[src/rtl/tmr16_pkg.sv]
package tmr16_pkg;
  typedef enum logic [1:0] {
    MODE_ONESHOT = 2'd0,
    MODE_RATE    = 2'd1,
    MODE_SQUARE  = 2'd2,
    MODE_RETRIG  = 2'd3
  } tmr_mode_e;
endpackage

[src/rtl/tmr16_src_mux.sv]
module tmr16_src_mux #(
  parameter int N_SRC = 8,
  localparam int SEL_W = (N_SRC > 1) ? $clog2(N_SRC) : 1
) (
  input  logic [N_SRC-1:0] src_tick_i,
  input  logic [SEL_W-1:0] sel_i,
  output logic             tick_o
);
  // Index compare per source; an index past N_SRC selects nothing.
  always_comb begin
    tick_o = 1'b0;
    for (int i = 0; i < N_SRC; i++) begin
      if (sel_i == SEL_W'(i)) tick_o = src_tick_i[i];
    end
  end
endmodule

[src/rtl/tmr16_prescale.sv]
module tmr16_prescale #(
  parameter int PSC_W = 4
) (
  input  logic             clk,
  input  logic             rst_n,
  input  logic             clr_i,
  input  logic             en_i,
  input  logic [PSC_W-1:0] div_i,
  output logic             tick_o
);
  logic [PSC_W-1:0] phase;
  logic             wrap;

  assign wrap   = (phase == div_i);
  assign tick_o = en_i & wrap & ~clr_i;

  always_ff @(posedge clk or negedge rst_n) begin
    if (!rst_n)       phase <= '0;
    else if (clr_i)   phase <= '0;
    else if (en_i)    phase <= wrap ? '0 : phase + PSC_W'(1);
  end
endmodule

[src/rtl/tmr16_core.sv]
module tmr16_core
  import tmr16_pkg::*;
#(
  parameter int CNT_W = 16
) (
  input  logic             clk,
  input  logic             rst_n,
  input  tmr_mode_e        mode_i,
  input  logic [CNT_W-1:0] reload_i,
  input  logic             load_i,
  input  logic             tick_i,
  input  logic             irq_clr_i,
  output logic [CNT_W-1:0] count_o,
  output logic             running_o,
  output logic             level_o,
  output logic             irq_o
);
  logic [CNT_W-1:0] cnt;
  logic             running, level, irq;
  logic             step, tc;

  // A load outranks any tick arriving in the same cycle.
  assign step = tick_i & running & ~load_i;
  assign tc   = step & (cnt <= CNT_W'(1));

  always_ff @(posedge clk or negedge rst_n) begin
    if (!rst_n) begin
      cnt     <= '0;
      running <= 1'b0;
      level   <= 1'b0;
      irq     <= 1'b0;
    end else begin
      if (load_i) begin
        cnt     <= reload_i;
        running <= 1'b1;
        level   <= (mode_i != MODE_RATE);
      end else if (tc) begin
        unique case (mode_i)
          MODE_RATE: begin
            cnt   <= reload_i;
            level <= 1'b1;
          end
          MODE_SQUARE: begin
            cnt   <= reload_i;
            level <= ~level;
          end
          default: begin
            cnt     <= '0;
            running <= 1'b0;
            level   <= 1'b0;
          end
        endcase
      end else begin
        if (step) cnt <= cnt - CNT_W'(1);
        if (mode_i == MODE_RATE) level <= 1'b0;
      end

      if (tc)             irq <= 1'b1;
      else if (irq_clr_i) irq <= 1'b0;
    end
  end

  assign count_o   = cnt;
  assign running_o = running;
  assign level_o   = level;
  assign irq_o     = irq;
endmodule

[src/rtl/mm_timer16.sv]
module mm_timer16
  import tmr16_pkg::*;
#(
  parameter int CNT_W = 16,
  parameter int N_SRC = 8,
  parameter int PSC_W = 4,
  localparam int SEL_W = (N_SRC > 1) ? $clog2(N_SRC) : 1
) (
  input  logic             clk,
  input  logic             rst_n,
  input  logic [N_SRC-1:0] src_tick_i,
  input  logic [1:0]       mode_i,
  input  logic [SEL_W-1:0] src_sel_i,
  input  logic [PSC_W-1:0] psc_div_i,
  input  logic             out_pol_i,
  input  logic [CNT_W-1:0] reload_i,
  input  logic             start_i,
  input  logic             retrig_i,
  input  logic             irq_clr_i,
  output logic [CNT_W-1:0] count_o,
  output logic             running_o,
  output logic             tmr_out_o,
  output logic             irq_o
);
  tmr_mode_e mode;
  logic      src_tick, psc_tick, load, level;

  assign mode = tmr_mode_e'(mode_i);
  assign load = start_i | (retrig_i & (mode == MODE_RETRIG));

  tmr16_src_mux #(.N_SRC(N_SRC)) u_mux (
    .src_tick_i(src_tick_i),
    .sel_i     (src_sel_i),
    .tick_o    (src_tick)
  );

  tmr16_prescale #(.PSC_W(PSC_W)) u_psc (
    .clk   (clk),
    .rst_n (rst_n),
    .clr_i (load),
    .en_i  (src_tick & running_o),
    .div_i (psc_div_i),
    .tick_o(psc_tick)
  );

  tmr16_core #(.CNT_W(CNT_W)) u_core (
    .clk      (clk),
    .rst_n    (rst_n),
    .mode_i   (mode),
    .reload_i (reload_i),
    .load_i   (load),
    .tick_i   (psc_tick),
    .irq_clr_i(irq_clr_i),
    .count_o  (count_o),
    .running_o(running_o),
    .level_o  (level),
    .irq_o    (irq_o)
  );

  assign tmr_out_o = out_pol_i ? level : ~level;
endmodule

[config.mk]
export PLATFORM = sky130hd
export DESIGN_NAME = mm_timer16
export DESIGN_NICKNAME = d
export VERILOG_FILES = /design/src/rtl/tmr16_pkg.sv /design/src/rtl/tmr16_src_mux.sv /design/src/rtl/tmr16_prescale.sv /design/src/rtl/tmr16_core.sv /design/src/rtl/mm_timer16.sv
export SDC_FILE = /design/constraint.sdc
export NUM_CORES = 1
export LEC_CHECK = 0
export ABC_AREA = 1
export CAP_MARGIN = 10
export CORE_ASPECT_RATIO = 0.75
export CORE_MARGIN = 2
export CORE_UTILIZATION = 49
export DETAILED_ROUTE_END_ITERATION = 10
export PLACE_DENSITY = 0.92
export SLEW_MARGIN = 20
export SYNTH_ARGS = -nofsm -noshare
export SYNTH_HDL_FRONTEND = slang
export SYNTH_SLANG_ARGS = --single-unit
[constraint.sdc]
create_clock -name clk -period 2.6 [get_ports clk]
set_clock_uncertainty 0.2 [all_clocks]
set_input_delay 0.26 -clock clk [delete_from_list [all_inputs] [get_ports clk]]
set_output_delay 0.26 -clock clk [all_outputs]
set_load 0.02 [all_outputs]
==> results.yml <==
power:
  ir_worst_vdd_mv: 0.377
  power_frac_comb: 0.423
  p_int_w: 0.000730
  total_power_w: 0.00118
  p_per_area_nw_per_um2: 422
  p_leak_nw: 1.39
  power_frac_clock: 0.194
  p_seq_frac: 0.383
  power_switching_w: 0.000449
  swShare: 0.381
clock_tree:
  root_buffer: "clkbuf_8"
  cts_sinks: 23
  numCtsBuffers: 3
  ctsHoldBuffers: 0
  worstSkewPairLatency_ps: 270
  postCtsSetupBuffers: 0
  tritoncts: "yes"
  clk_path_buf_depth: 2
  h-tree-depth: 1
  cts_resized: 0
  clkSlewWorstSetupHoldPaths_ps: 90
grt:
  grt_pass1_vias: 2224
  grt_start_max_net_pins: 25
  grt_pass1_wl_um: 9670
  grtUsageTotal: 0.249
  antenna_found_initial: 0
  overflow: 0
critical_path:
  worstPathArrival_ps: 2280
  required_ps: 2560
  cp-end-kind: "flip-flop"
  worstSetupPathType: "flip-flop to flip-flop"
  cp_max_fo: 11
  r2r_start: "u_core.count_o[0]$_DFFE_PN0P_"
  worstSetupStartpoint: "u_core.count_o[0]$_DFFE_PN0P_"
  cp-start-kind: "flip-flop"
yosys:
  syn_area_um2: 2140
  ys_warn_count: 0
  synth_top_cells_by_area: "dfrtp_1 (27%), nand2_1 (17%), inv_1 (9.3%), nand3_1 (7.3%), nor2_1 (4.4%)"
  ys_top_cells_by_count: "nand2_1 (95), inv_1 (53), nand3_1 (31)"
  yosysMostFrequentCell: "nand2_1"
  synth_seq_cells: 23
  synthArstFlopShare: 1.00
  synth_top_area_cell: "dfrtp_1"
  synth_nets: 380
  synth_top_area_frac: 0.269
  syn_inst: 335
  syn_avg_cell_area_um2: 6.38
  synth_edf_count: 0
  yosysUniqueCellTypes: 33
  ys_seq_area_frac: 0.269
  ys.flop_type: "dfrtp_1"
routing:
  route.vias.total: 2301
  antenna_left: 0
  wl_um: 5510
  wire_per_inst_um: 12.3
  drt_first_pass_iters: 4
  drc_errors: 0
  dr.first_iter.drc_count: 127
  viasPerCell: 5.14
floorplan:
  die_area_um2: 4910
  fp-row-count: 20
  ios: 58
  start_util: 0.518
  die_w_um: 80.3
  die_height_um: 61.2
  core-area_um2: 4130
timing:
  finalSetupTns_ps: 0
  hold_viol_final: 0
  maxSlewHeadroom: 0.676
  fmax_mhz: 432
  setup_viol: 0
  period_minus_slack_ps: 2320
  rsz0062_at_grt: "false"
  period_share: 0.891
  tightest_slew_ps: 484
  report.final.slew_viol_count: 0
run_status:
  status: "completed"
finish:
  syn_to_final_growth_pct: 30.7
  finalInstanceArea_um2: 2790
  fin_cells: 448
  drive_gt1_frac: 0.102
  insertedDiodeCount: 0
  num-nets-final: 439
hold_path:
  hp-class: "primary input to asynchronous set/reset pin"
placement:
  gp_congestion: 0.896
  place_inst: 444
  dp_hpwl_um: 4310
  portBuffers: 57
  place_area_um2: 2750
job:
  max-cap-violations: 0
## registers in the layout, summed over array words and instances, names as in the netlist
register          flops
u_psc.phase           4
u_core.level_o        1
u_core.count_o       16
u_core.irq_o          1
u_core.running_o      1
## worst max-delay path, cell delays in order (launching register included)
cell,delay (ps)
dfrtp_1,410
clkinv_1,150
ha_1,290
or2_2,310
nand4_1,140
nand3b_1,400
o21ai_1,150
nand3_1,100
nand2_1,50
## layout by cell type (no fill, tap or decap)
| master | n |
|---|---|
| o22ai_1 | 4 |
| clkdlybuf4s50_1 | 57 |
| o32ai_1 | 1 |
| o21ai_1 | 11 |
| nand4_4 | 1 |
| nor3_2 | 1 |
| nand3b_1 | 2 |
| buf_4 | 4 |
| or2_1 | 3 |
| o31ai_1 | 1 |
| o211ai_1 | 2 |
| xor2_1 | 4 |
| inv_1 | 53 |
| nor2_8 | 1 |
| nand3_2 | 4 |
| nor2_2 | 4 |
| clkbuf_8 | 3 |
| nor2_1 | 25 |
| inv_2 | 10 |
| nand2_2 | 4 |
| xnor2_1 | 3 |
| clkinv_1 | 3 |
| nor3_1 | 4 |
| nand3_1 | 31 |
| ha_1 | 6 |
| nand4_1 | 6 |
| nand2_4 | 2 |
| or2_2 | 2 |
| nand2_1 | 95 |
| a21oi_1 | 6 |
| nor2_4 | 4 |
| dfrtp_1 | 23 |
| o21ai_0 | 12 |
| clkbuf_1 | 1 |
## stage by stage
stage	hold WS, ps	util	setup slack (ps)
4_1_cts	148	0.677	311
3_5_place_dp	318	0.666	170
3_3_place_gp	309	0.666	231
6_report	145	0.677	284
5_1_grt	173	0.677	92.7
2_1_floorplan	-236	-	535
## cell type report
cell class                 instances  area [um2]
multi-input combinational        239        1260
fill                             347        1340
sequential                        23         576
inverter                          66         248
timing repair buffer              61         601
tap                               55        68.8
clock buffer                       4        45.0
## power groups by stage
stage / registers, W / clock network [W] / logic (W)
floorplan: 0.000493 / 0 / 0.000252
global placement: 0.000458 / 0 / 0.000481
detailed placement: 0.000458 / 0 / 0.000494
CTS: 0.000451 / 0.000234 / 0.000497
global route: 0.000459 / 0.000251 / 0.000553
finish: 0.000452 / 0.000229 / 0.000498
## worst paths after layout
check | endpoint | cells after the start | slack (ps)
min in group clk | u_core.irq_o$_DFFE_PN0P_ | 2 | 330
worst min-delay path | u_core.count_o[5]$_DFFE_PN0P_ | 2 | 150
worst max register to register | u_core.count_o[4]$_DFFE_PN0P_ | 8 | 280
worst min register to register | u_core.irq_o$_DFFE_PN0P_ | 2 | 330
max in group asynchronous | u_core.running_o$_DFFE_PN0P_ | 2 | 1810
worst max-delay path | u_core.count_o[4]$_DFFE_PN0P_ | 8 | 280
## routing by layer
layer  vias to the layer above  global-route usage  part of all wire
met5                         -                   0                 0
met4                         0              0.0533            0.0038
met3                         4              0.0528             0.073
met2                        87               0.433              0.47
met1                      1043               0.326              0.46
li1                       1167                   -                 -
## cell families after synthesis
group,synth area share
AO/OA/AOI/OAI,0.0943
XOR/XNOR,0.0287
adder cells (fa/ha/maj),0.0351
buffers and inverters,0.143
flip-flops,0.269
AND/OR/NAND/NOR,0.430
(Power assumes the default switching activity.)
